--- src/rtl/pte_cache_pkg.sv ---
// Shared types and helpers for the page table entry cache.
package pte_cache_pkg;

    typedef enum logic [1:0] {
        ST_IDLE = 2'd0,
        ST_FILL = 2'd1,
        ST_BYP  = 2'd2
    } pc_state_e;

    // Field positions inside the configuration word
    localparam int CFG_EN_BIT  = 29;
    localparam int CFG_LIM_LSB = 24;
    localparam int CFG_MAP_W   = 6;

    // A request cap of zero stands for sixteen
    function automatic logic [4:0] eff_limit(input logic [3:0] cap);
        return (cap == 4'd0) ? 5'd16 : {1'b0, cap};
    endfunction

endpackage

--- src/rtl/pte_cache_regs.sv ---
// Configuration, upper flush address and flush-command decode.
// Assumes: ADDR_W between 32 and 34; flush strobes act in the cycle they are high.
module pte_cache_regs #(
    parameter int ADDR_W = 34,
    parameter int OFS_W  = 5,
    localparam int LA_W  = ADDR_W - OFS_W
) (
    input  logic            clk,
    input  logic            rst_n,
    input  logic            cfg_we,
    input  logic [31:0]     cfg_wdata,
    input  logic            hi_we,
    input  logic [1:0]      hi_wdata,
    input  logic            flush_we,
    input  logic [31:0]     flush_wdata,
    output logic            cache_en,
    output logic [3:0]      req_limit,
    output logic [5:0]      idx_map,
    output logic            inv_all,
    output logic            inv_one,
    output logic [LA_W-1:0] inv_line
);
    import pte_cache_pkg::*;

    logic [1:0] hi_q;
    logic       unused_cfg;

    // Hold configuration and upper flush address
    always_ff @(posedge clk) begin
        if (!rst_n) begin
            cache_en  <= 1'b1;
            req_limit <= 4'd8;
            idx_map   <= 6'h3f;
            hi_q      <= 2'b00;
        end else begin
            if (cfg_we) begin
                cache_en  <= cfg_wdata[CFG_EN_BIT];
                req_limit <= cfg_wdata[CFG_LIM_LSB +: 4];
                idx_map   <= cfg_wdata[CFG_MAP_W-1:0];
            end
            if (hi_we)
                hi_q <= hi_wdata;
        end
    end

    // Decode flush type from bit 0
    assign inv_all = flush_we & ~flush_wdata[0];
    assign inv_one = flush_we &  flush_wdata[0];

    // Build the atom-aligned flush line address for the configured width
    generate
        if (ADDR_W > 32) begin : g_wide
            assign inv_line = {hi_q[ADDR_W-33:0], flush_wdata[31:OFS_W]};
        end else begin : g_narrow
            assign inv_line = flush_wdata[ADDR_W-1:OFS_W];
        end
    endgenerate

    assign unused_cfg = ^{cfg_wdata[31:30], cfg_wdata[23:6], flush_wdata[OFS_W-1:1], hi_q};

endmodule

--- src/rtl/pte_cache_store.sv ---
// Direct-mapped line store: valid bits, full line-address tags and word data.
// Assumes: LINES and WORDS are powers of two; invalidation wins over allocation.
module pte_cache_store #(
    parameter int LINES  = 8,
    parameter int WORDS  = 8,
    parameter int LA_W   = 29,
    localparam int IDX_W  = $clog2(LINES),
    localparam int WIDX_W = $clog2(WORDS)
) (
    input  logic              clk,
    input  logic              rst_n,
    input  logic [IDX_W-1:0]  lk_idx,
    input  logic [LA_W-1:0]   lk_line,
    input  logic [WIDX_W-1:0] lk_word,
    output logic              lk_hit,
    output logic [31:0]       lk_data,
    input  logic              wr_en,
    input  logic [IDX_W-1:0]  wr_idx,
    input  logic [WIDX_W-1:0] wr_word,
    input  logic [31:0]       wr_data,
    input  logic              clr_en,
    input  logic [IDX_W-1:0]  clr_idx,
    input  logic              set_en,
    input  logic [IDX_W-1:0]  set_idx,
    input  logic [LA_W-1:0]   set_line,
    input  logic              inv_all,
    input  logic              inv_one,
    input  logic [LA_W-1:0]   inv_line,
    output logic [LINES-1:0]  line_vld
);
    logic [31:0]     data_q [LINES*WORDS];
    logic [LA_W-1:0] tag_q  [LINES];
    logic [LINES-1:0] vld_q;

    // Maintain valid bits: flushes and victim clears beat allocation
    always_ff @(posedge clk) begin
        if (!rst_n) begin
            vld_q <= '0;
        end else begin
            for (int g = 0; g < LINES; g++) begin
                if (inv_all || (inv_one && tag_q[g] == inv_line) ||
                    (clr_en && clr_idx == IDX_W'(g)))
                    vld_q[g] <= 1'b0;
                else if (set_en && set_idx == IDX_W'(g))
                    vld_q[g] <= 1'b1;
            end
        end
    end

    // Record the line address of each allocated line
    always_ff @(posedge clk) begin
        for (int g = 0; g < LINES; g++)
            if (set_en && set_idx == IDX_W'(g))
                tag_q[g] <= set_line;
    end

    // Write fill beats into the data array
    always_ff @(posedge clk) begin
        if (wr_en)
            data_q[{wr_idx, wr_word}] <= wr_data;
    end

    assign lk_hit   = vld_q[lk_idx] && (tag_q[lk_idx] == lk_line);
    assign lk_data  = data_q[{lk_idx, lk_word}];
    assign line_vld = vld_q;

endmodule

--- src/rtl/pte_cache_ostd.sv ---
// Tracks memory reads in flight and gates new issues against the cap.
// Assumes: memory answers every accepted read exactly once.
module pte_cache_ostd (
    input  logic       clk,
    input  logic       rst_n,
    input  logic [3:0] req_limit,
    input  logic       issue,
    input  logic       retire,
    output logic       can_issue
);
    import pte_cache_pkg::*;

    logic [4:0] cnt_q;

    // Count issued minus returned reads
    always_ff @(posedge clk) begin
        if (!rst_n)
            cnt_q <= '0;
        else if (issue && !retire)
            cnt_q <= cnt_q + 5'd1;
        else if (!issue && retire)
            cnt_q <= cnt_q - 5'd1;
    end

    assign can_issue = cnt_q < eff_limit(req_limit);

endmodule

--- src/rtl/pte_cache.sv ---
// Page table entry cache top: serves walker word reads from a direct-mapped
// line store, fills whole atoms from memory, or bypasses when disabled.
// Assumes: one walker read at a time; memory returns words in request order.
module pte_cache #(
    parameter int ADDR_W     = 34,
    parameter int ATOM_BYTES = 32,
    parameter int LINES      = 8
) (
    input  logic              clk,
    input  logic              rst_n,
    input  logic              rd_valid,
    output logic              rd_ready,
    input  logic [ADDR_W-1:0] rd_addr,
    output logic              rsp_valid,
    output logic [31:0]       rsp_data,
    output logic              mem_req_valid,
    input  logic              mem_req_ready,
    output logic [ADDR_W-1:0] mem_req_addr,
    input  logic              mem_rsp_valid,
    input  logic [31:0]       mem_rsp_data,
    input  logic              cfg_we,
    input  logic [31:0]       cfg_wdata,
    input  logic              flush_hi_we,
    input  logic [1:0]        flush_hi_wdata,
    input  logic              flush_we,
    input  logic [31:0]       flush_wdata
);
    import pte_cache_pkg::*;

    localparam int OFS_W  = $clog2(ATOM_BYTES);
    localparam int WORDS  = ATOM_BYTES / 4;
    localparam int WIDX_W = $clog2(WORDS);
    localparam int CNT_W  = WIDX_W + 1;
    localparam int LA_W   = ADDR_W - OFS_W;
    localparam int IDX_W  = $clog2(LINES);

    pc_state_e         state;
    logic [ADDR_W-1:0] cur_addr;
    logic [CNT_W-1:0]  n_iss, n_rx;
    logic              killed;
    logic [31:0]       pend_q;

    logic              cache_en, inv_all, inv_one, can_issue, lk_hit;
    logic [3:0]        req_limit;
    logic [5:0]        idx_map;
    logic [LA_W-1:0]   inv_line, lk_line, cur_line;
    logic [IDX_W-1:0]  lk_idx, cur_idx;
    logic [WIDX_W-1:0] cur_word;
    logic [31:0]       lk_data;
    logic [LINES-1:0]  line_vld;
    logic              accept, issue, wr_en, last_beat, set_en, clr_en;
    logic              unused_bits;

    // Mask the low line-address bits with the configured index map
    function automatic logic [IDX_W-1:0] idx_of(input logic [LA_W-1:0] line,
                                                input logic [5:0] map);
        return line[IDX_W-1:0] & map[IDX_W-1:0];
    endfunction

    assign lk_line  = rd_addr[ADDR_W-1:OFS_W];
    assign lk_idx   = idx_of(lk_line, idx_map);
    assign cur_line = cur_addr[ADDR_W-1:OFS_W];
    assign cur_idx  = idx_of(cur_line, idx_map);
    assign cur_word = cur_addr[OFS_W-1:2];

    assign rd_ready      = (state == ST_IDLE);
    assign accept        = rd_valid && rd_ready;
    assign mem_req_valid = can_issue &&
                           ((state == ST_FILL && n_iss < CNT_W'(WORDS)) ||
                            (state == ST_BYP  && n_iss == '0));
    assign mem_req_addr  = (state == ST_FILL) ? {cur_line, n_iss[WIDX_W-1:0], 2'b00}
                                              : {cur_addr[ADDR_W-1:2], 2'b00};
    assign issue         = mem_req_valid && mem_req_ready;
    assign wr_en         = (state == ST_FILL) && mem_rsp_valid;
    assign last_beat     = wr_en && (n_rx == CNT_W'(WORDS - 1));
    assign set_en        = last_beat && !killed && !inv_all && !inv_one;
    assign clr_en        = accept && cache_en && !lk_hit;
    assign unused_bits   = ^{rd_addr[1:0], idx_map};

    pte_cache_regs #(.ADDR_W(ADDR_W), .OFS_W(OFS_W)) u_regs (
        .clk(clk), .rst_n(rst_n),
        .cfg_we(cfg_we), .cfg_wdata(cfg_wdata),
        .hi_we(flush_hi_we), .hi_wdata(flush_hi_wdata),
        .flush_we(flush_we), .flush_wdata(flush_wdata),
        .cache_en(cache_en), .req_limit(req_limit), .idx_map(idx_map),
        .inv_all(inv_all), .inv_one(inv_one), .inv_line(inv_line)
    );

    pte_cache_store #(.LINES(LINES), .WORDS(WORDS), .LA_W(LA_W)) u_store (
        .clk(clk), .rst_n(rst_n),
        .lk_idx(lk_idx), .lk_line(lk_line), .lk_word(rd_addr[OFS_W-1:2]),
        .lk_hit(lk_hit), .lk_data(lk_data),
        .wr_en(wr_en), .wr_idx(cur_idx), .wr_word(n_rx[WIDX_W-1:0]), .wr_data(mem_rsp_data),
        .clr_en(clr_en), .clr_idx(lk_idx),
        .set_en(set_en), .set_idx(cur_idx), .set_line(cur_line),
        .inv_all(inv_all), .inv_one(inv_one), .inv_line(inv_line),
        .line_vld(line_vld)
    );

    pte_cache_ostd u_ostd (
        .clk(clk), .rst_n(rst_n), .req_limit(req_limit),
        .issue(issue), .retire(mem_rsp_valid), .can_issue(can_issue)
    );

    // Sequence walker reads through hit, fill and bypass paths
    always_ff @(posedge clk) begin
        if (!rst_n) begin
            state     <= ST_IDLE;
            cur_addr  <= '0;
            n_iss     <= '0;
            n_rx      <= '0;
            killed    <= 1'b0;
            pend_q    <= '0;
            rsp_valid <= 1'b0;
            rsp_data  <= '0;
        end else begin
            rsp_valid <= 1'b0;
            if (issue)
                n_iss <= n_iss + CNT_W'(1);
            case (state)
                ST_IDLE: if (accept) begin
                    cur_addr <= rd_addr;
                    n_iss    <= '0;
                    n_rx     <= '0;
                    killed   <= 1'b0;
                    if (cache_en && lk_hit) begin
                        rsp_valid <= 1'b1;
                        rsp_data  <= lk_data;
                    end else if (cache_en) begin
                        state <= ST_FILL;
                    end else begin
                        state <= ST_BYP;
                    end
                end
                ST_FILL: begin
                    if (inv_all || inv_one)
                        killed <= 1'b1;
                    if (mem_rsp_valid) begin
                        n_rx <= n_rx + CNT_W'(1);
                        if (n_rx[WIDX_W-1:0] == cur_word)
                            pend_q <= mem_rsp_data;
                        if (last_beat) begin
                            rsp_valid <= 1'b1;
                            rsp_data  <= (cur_word == WIDX_W'(WORDS - 1)) ? mem_rsp_data : pend_q;
                            state     <= ST_IDLE;
                        end
                    end
                end
                ST_BYP: if (mem_rsp_valid) begin
                    rsp_valid <= 1'b1;
                    rsp_data  <= mem_rsp_data;
                    state     <= ST_IDLE;
                end
                default: state <= ST_IDLE;
            endcase
        end
    end

endmodule

--- config.mk ---
export PLATFORM = sky130hd
export DESIGN_NAME = pte_cache
export DESIGN_NICKNAME = d
export VERILOG_FILES = /design/src/rtl/pte_cache_pkg.sv /design/src/rtl/pte_cache_regs.sv /design/src/rtl/pte_cache_store.sv /design/src/rtl/pte_cache_ostd.sv /design/src/rtl/pte_cache.sv
export SDC_FILE = /design/constraint.sdc
export NUM_CORES = 2
export LEC_CHECK = 0
export CORE_UTILIZATION = 50
export CTS_BUF_LIST = sky130_fd_sc_hd__clkbuf_8
export CTS_CLUSTER_SIZE = 8
export DETAILED_ROUTE_END_ITERATION = 10
export GPL_ROUTABILITY_DRIVEN = 0
export MAX_ROUTING_LAYER = met4
export PLACE_DENSITY = 0.65
export SYNTH_ARGS = -nofsm -noshare
export SYNTH_HDL_FRONTEND = slang
export SYNTH_SLANG_ARGS = --single-unit
--- constraint.sdc ---
create_clock -name clk -period 6 [get_ports clk]
set_input_delay 0.6 -clock clk [delete_from_list [all_inputs] [get_ports clk]]
set_output_delay 0.6 -clock clk [all_outputs]
set_load 0.02 [all_outputs]
# Word level (Yosys, flattened, before mapping)
# Memory sizes are Yosys's and may differ from the RTL's.
# Index checks and enable logic that the tools add are counted.
# Widths: inputs -> output; s select.
# word_totals
inputBits	140
latch_bits	0
romBits	0
ramBits	2280
n_memories	2
regBits	133
out_inout_bits	69
# op_classes
addsub	4
mux	74
n_lt_le_gt_ge	3
n_mul	0
bitwise	6
n_eq_ne	35
n_reduce_logical	93
div_mod_pow	0
shift	0
# memory_table
name	words	word_bits	rd	rd_ports_with_merged_regs	wr	line_no	text
u_store.data_q	64	32	1	0	1	pte_cache_store.sv:31	logic [31:0] data_q [LINES*WORDS];
u_store.tag_q	8	29	9	0	1	pte_cache_store.sv:32	logic [LA_W-1:0] tag_q [LINES];
# ops
operator	count
$eq 29x29->1	9
$mux 29	7
$reduce_or 29->1	7
$mux 32	6
$pmux 32 s3	1
$logic_and 1x1->1	40
$mux 1	33
$eq 3x3->1 const B	9
$mux 3	7
$mux 4	5
$mux 5	4
$logic_or 1x1->1	18
$reduce_or 2->1	8
$eq 3x2->1 const B	4
$mux 2	6
$reduce_and 3->1	3
$add 4x1->4 const B	2
$logic_not 4->1	2
$ne 2x2->1 const B	4
$pmux 4 s2	1
$and 3x3->3	2
$eq 3x1->1 const B	2
$logic_not 1->1	6
$logic_not 3->1	2
other kinds (22)	27

# Logic depth before layout (Yosys ltp)
# logic_depth
ltp_word	17
depth_mapped	17
ltp_nobuf	16

# Modules after synthesis
# A second synthesis with hierarchy kept.
# unflattened
hier_cells	4524
area_unflattened_um2	96313.6
# modules_own_cells
module	instances	cells_each	area_per_inst_um2
pte_cache_store	1	3794	89902.5
pte_cache	1	606	5288.8
pte_cache_regs	1	70	683.2
pte_cache_ostd	1	54	439.2

# Least setup slack after synthesis
# Ideal clock, no wire load.
# synth_timing
path_type	register -> register
startpoint	register u_ostd.cnt_q[1]
endpoint	register u_ostd.cnt_q[4]
path_stages_with_launch	16
synth_period_minus_slack_ps	4324
slack_ps	1676
arrival_ps	4254
cell_sequence	dfxtp_1 -> ha_1 -> a21o_1 -> a21o_1 -> a21o_1 -> a2111oi_0 -> and2_1 -> clkbuf_1 -> ha_1 -> inv_1 -> fa_1 -> a21o_1 -> a21oi_1 -> xnor2_1 -> or3_1 -> a21oi_1
# synth_between
elab_chain_len	6
elab_cells_between_ends	11
classes_between	add/sub (2); order compare (1); mux (2); reduce/logical (6)
# synth_lines
item	line_no	text
start: declaration	pte_cache_ostd.sv:13	logic [4:0] cnt_q;
start signal: assignment	pte_cache_ostd.sv:20	cnt_q <= cnt_q + 5'd1;
start signal: assignment	pte_cache_ostd.sv:22	cnt_q <= cnt_q - 5'd1;
$lt 5x5->1 (*)	pte_cache_ostd.sv:25	assign can_issue = cnt_q < eff_limit(req_limit);
$logic_and 1x1->1 (*)	pte_cache.sv:68	assign mem_req_valid = can_issue &&
net mem_req_valid	pte_cache.sv:16	output logic mem_req_valid,
$logic_and 1x1->1 (*)	pte_cache.sv:73	assign issue = mem_req_valid && mem_req_ready;
$logic_not 1->1	pte_cache_ostd.sv:21	else if (!issue && retire)
$logic_and 1x1->1	pte_cache_ostd.sv:21	
$reduce_bool 2->1 (no source line)	n/a	
# The timed path passes the listed nets; every way through them passes the cells marked *. The select of a mux whose other input is x is not followed.
# A chain may end at the register's enable or synchronous reset.

# Final worst setup path
# layout_timing
startpoint	register u_regs.idx_map[0]
endpoint	register rsp_data[21]
# layout_between
elab_chain_len	7
elab_cells_between_ends	13
classes_between	eq/ne (2); mux (5); bitwise (1); reduce/logical (3); memory (2)
# layout_lines
item	line_no	text
start: declaration	pte_cache_regs.sv:18	output logic [5:0] idx_map,
start signal: assignment	pte_cache_regs.sv:39	idx_map <= cfg_wdata[CFG_MAP_W-1:0];
$and 3x3->3 (*)	pte_cache.sv:57	return line[IDX_W-1:0] & map[IDX_W-1:0];
$mem_v2 8x29 / $bmux 1 s3 (equally long branches)	n/a	
$eq 29x29->1 / $mux 1 (equally long branches)	pte_cache_store.sv:63	assign lk_hit = vld_q[lk_idx] && (tag_q[lk_idx] == lk_line);
$logic_and 1x1->1	pte_cache_store.sv:63	
$logic_and 1x1->1	pte_cache.sv:126	if (cache_en && lk_hit) begin
$ne 2x1->1 (no source line)	n/a	
$reduce_and 6->1 (no source line)	n/a	
end signal: assignment	pte_cache.sv:128	rsp_data <= lk_data;
end signal: assignment	pte_cache.sv:144	rsp_data <= (cur_word == WIDX_W'(WORDS - 1)) ? mem_rsp_data : pend_q;
end signal: assignment	pte_cache.sv:151	rsp_data <= mem_rsp_data;
end: declaration	pte_cache.sv:15	output logic [31:0] rsp_data,
# Mark *: on every way between the ends. The rest lies on a longest branch, timed or not. The select of a mux whose other input is x is not followed.

==> results <==
- The run finished with clean final reports.
- The area of the placeable core is 192600 um2.
- The max-capacitance violation count is 0.
- The pre-antenna-repair detailed-routing pass consisted of 8 iterations.
- The remaining antenna violation count is 0.
- The clock tree from TritonCTS is built.
- about 210 I/O pins were placed.
- The row count is roughly 160.
- The via count is between 50000 and 60000.
- The largest individual stage delay along the critical path comes from the cell sky130_fd_sc_hd__and2_4.
- For the worst setup path, the data required time is 6.90 ns.
- A synthesized cell averages about 20 um2.
- On the final layout, the worst clock skew is 0.1008 ns.
- The clock root buffer is sky130_fd_sc_hd__clkbuf_8.
- The synthesized netlist occupies a cell area of 96880 um2.
- The CTS clock-pin slew for the worst setup and hold paths is 0.06 ns.
- The clock tree buffer depth is 4.
- Once the clock tree was built, the setup fixing pass inserted 0 buffers.
- The total power after layout is about 34000 uW.
- The initial utilization of the core area, before any placement, comes to 0.5030.
- The data arrival time at the worst-slack endpoint is 5.45 ns.
- The remaining global-route overflow is 0.
- The analysis attributes to cell leakage a power of 0.03498 uW.
- Entering global routing, the biggest net connects 84 pins.
- The min-delay analysis places its worst path in the category in2reg.
- Relative to the synthesized area, the layout overhead comes to 13.23%.
- The number of H-tree levels is 5.
- The via count of the first global-routing pass is roughly 51000.
- The achievable frequency is 220.0 MHz.
- The hold violation total from the final report is 0.
- Counting flops with a built-in enable in the synthesized netlist gives 2280.
- The insertion delay of the later-clocked pin in the worst-skew pair is roughly 1.1 ns.
- The net count of the finished layout is around 5500.
- The first-iteration detailed-routing DRC count is 6351.
- The largest fanout of any net on the critical path is 64.
- The ratio of cells with drive above 1 in the final layout is 0.2716.
- Dividing the detail-routed via count by the number of cells gives 6.355.
- The worst pin sits at a relative slew slack of 0.2230.
- The count of input and output buffers is 176.
- Setup repair after global routing left no endpoint under its margin.
- Across all hold checks on the routed design, the worst slack comes to 0.09145 ns.
- The capturing element type of the critical path is a register.
- The initial antenna violation count is 17.
- The critical path goes through and2_4, mux4_2, mux2i_1, xor2_1, nor4b_1, and4b_1, nand4_4, buf_4, nand4_1, o211ai_2.
- Fill cells in the final layout number roughly 14000.
- The first global-routing pass estimated 378000 um of wire.
- After detailed routing, the average wire length per cell comes to 33.03 um.
- Yosys printed 0 warnings.
- In this run, CTS created clock tree buffers numbering 400.
- The global-route usage over all layers is 0.2819.
- The proportion of synthesized flip-flops having asynchronous set or reset is 0.
- Dividing the final minimum period by the clock period gives 0.7575.
- The measured slew at the worst slew-check pin is 1.166 ns.
- The vertical extent of the die is around 440 um.
- The total die area is 195500 um2.
- The delay of the slowest critical-path stage is a little under 0.8 ns.
- In the routed design, unresolved DRC markers number 0.
- The width of the die is 442.2 um.
- The largest vdd supply drop is approximately 0.00022 V.
- Setup violations remaining at the end of the flow were counted as 0.
- OpenSTA, run right after detailed placement, puts the worst setup slack at 0.9070 ns.
- Measured on the finished design, the core utilization comes to 0.5696.
- The sink count of the clock tree is 2411.
- The half-perimeter wire length after detailed placement is about 160000 um.
- Adding up every negative setup slack in the final design gives 0 ns.
- The setup path with the least slack is of type reg2reg.
- The power per unit of standard cell area is 311.4 nW/um2.
- The max-slew violation count came to 0.
- The setup slack after layout is 1.455 ns.
- The worst path in the final design needs a cycle of 4.545 ns, including I/O delays and setup.
- The total routed wirelength is ~270000 um.
- STA classifies the critical path startpoint as a register.
- The post-synthesis register bit count is 2411.
- The share of the Yosys chip area taken by registers is 0.7338.
- In the synthesized netlist the dominant register cell turns out to be sky130_fd_sc_hd__edfxtp_1.
- The number of distinct library cell variants in the gate-level netlist after synthesis is 66.
- The number of instances in the synthesized netlist is 4830.
==> registers in the layout (all words and copies together), names as in the netlist, 2 cells and up <==
signal            count
u_store.data_q     2048
state                 2
pend_q               32
u_ostd.cnt_q          5
u_regs.req_limit      4
u_regs.idx_map        3
cur_addr             32
u_store.tag_q       232
rsp_data             32
u_store.line_vld      8
n_rx                  4
u_regs.hi_q           2
n_iss                 4
==> where the power goes <==
part / switching, uW / total [uW] / leakage (uW) / internal [uW]
clock network: 6310 / 12900 / 0.00409 / 6550
logic: 1670 / 2670 / 0.00937 / 998
registers: 123 / 18600 / 0.0215 / 18500
total: 8100 / 34200 / 0.0350 / 26100
==> worst paths after layout <==
kind	cells after the start	end	slack (ns)	from
worst max-delay path	10	rsp_data[21]	1.45	u_regs.idx_map[0]
worst min-delay path	1	u_store.data_q[7][30]	0.09	mem_rsp_data[30]
worst max register to register	10	rsp_data[21]	1.45	u_regs.idx_map[0]
worst min register to register	2	n_iss[3]	0.49	n_iss[3]
==> synth_stat cells, drive strengths merged, types with 54 or more instances <==
cell / instances / share of area
edfxtp: 2280 / 0.71
and3: 54 / 0.0035
nand4: 92 / 0.0061
dfxtp: 131 / 0.027
xnor2: 184 / 0.017
nor2: 142 / 0.0055
mux2i: 102 / 0.011
clkbuf: 174 / 0.0067
mux4: 640 / 0.15
a21oi: 78 / 0.0040
nand2: 243 / 0.0094
buf: 157 / 0.0092
xor2: 84 / 0.0076
==> what timing repair did <==
| action | in CTS | in global routing |
|---|---|---|
| hold buffers | 7 | 0 |
| gates resized for setup | 0 | 0 |
| hold endpoints to repair | 98 | 0 |
==> critical path, delay by kind of cell, from the launching register on <==
family	cells	cell delay, ns
AND/OR/NAND/NOR	5	2.06
multiplexers	2	0.78
XOR/XNOR	1	0.48
flip-flops	1	0.46
buffers and inverters	1	0.45
AO/OA/AOI/OAI	1	0.11
==> final cells by class <==
| type | instances | area, um2 | share of cell area |
|---|---|---|---|
| Inverter | 22 | 83.83 | 0.0007643 |
| Sequential cell | 2411 | 71090 | 0.6481 |
| Multi-Input combinational cell | 2067 | 24780 | 0.2259 |
| Tap cell | 2526 | 3161 | 0.02881 |
| Antenna cell | 13 | 32.53 | 0.0002966 |
| Timing Repair Buffer | 408 | 3623 | 0.03303 |
| Clock buffer | 426 | 5863 | 0.05345 |
| Clock inverter | 252 | 1060 | 0.009662 |
==> cell families (layout without fill, tap and decap cells) <==
kind of cell | after synthesis | in the layout | synth area share
adders and majority gates | 16 | 16 | 0.002144
AOI/OAI and AO/OA | 348 | 348 | 0.02697
other | 1 | 15 | 0.00003871
muxes | 777 | 777 | 0.1635
and+or+nand+nor | 656 | 656 | 0.03255
DFF | 2411 | 2411 | 0.7338
xor gates and xnor gates | 268 | 268 | 0.02423
buffers and inverters | 353 | 1108 | 0.01675
==> metrics by stage <==
| stage | instance area [um2] | std cells |
|---|---|---|
| after global placement | 102700 | 7427 |
| final | 109700 | 8125 |
| after floorplan | 96880 | 4831 |
| after global routing | 109700 | 8123 |
| after CTS | 109700 | 8112 |
| after detailed placement | 102700 | 7427 |
==> per-layer routing <==
layer	vias up	track usage	wire, um
li1	20960	-	-
met1	27200	0.3731	104100
met2	2899	0.4381	130100
met3	570	0.05176	23630
met4	0	0.1075	10540
met5	-	-	0
==> layout by cell type, fill, tap and decap left out, types with 38 or more instances in the layout <==
cell and count:
sky130_fd_sc_hd__edfxtp_1 2280, sky130_fd_sc_hd__mux4_2 640, sky130_fd_sc_hd__clkbuf_8 426, sky130_fd_sc_hd__nand2_1 239, sky130_fd_sc_hd__buf_4 206, sky130_fd_sc_hd__xnor2_1 184
sky130_fd_sc_hd__inv_1 174, sky130_fd_sc_hd__clkdlybuf4s50_1 140, sky130_fd_sc_hd__dfxtp_1 131, sky130_fd_sc_hd__mux2i_1 101, sky130_fd_sc_hd__nand4_1 91, sky130_fd_sc_hd__xor2_1 84
sky130_fd_sc_hd__a21oi_1 78, sky130_fd_sc_hd__nor2_4 74, sky130_fd_sc_hd__clkinv_1 71, sky130_fd_sc_hd__nor2_1 67, sky130_fd_sc_hd__and3_1 54, sky130_fd_sc_hd__nor4_1 40
sky130_fd_sc_hd__a2111oi_0 38
Note: power is estimated with default switching activity, not from simulation.
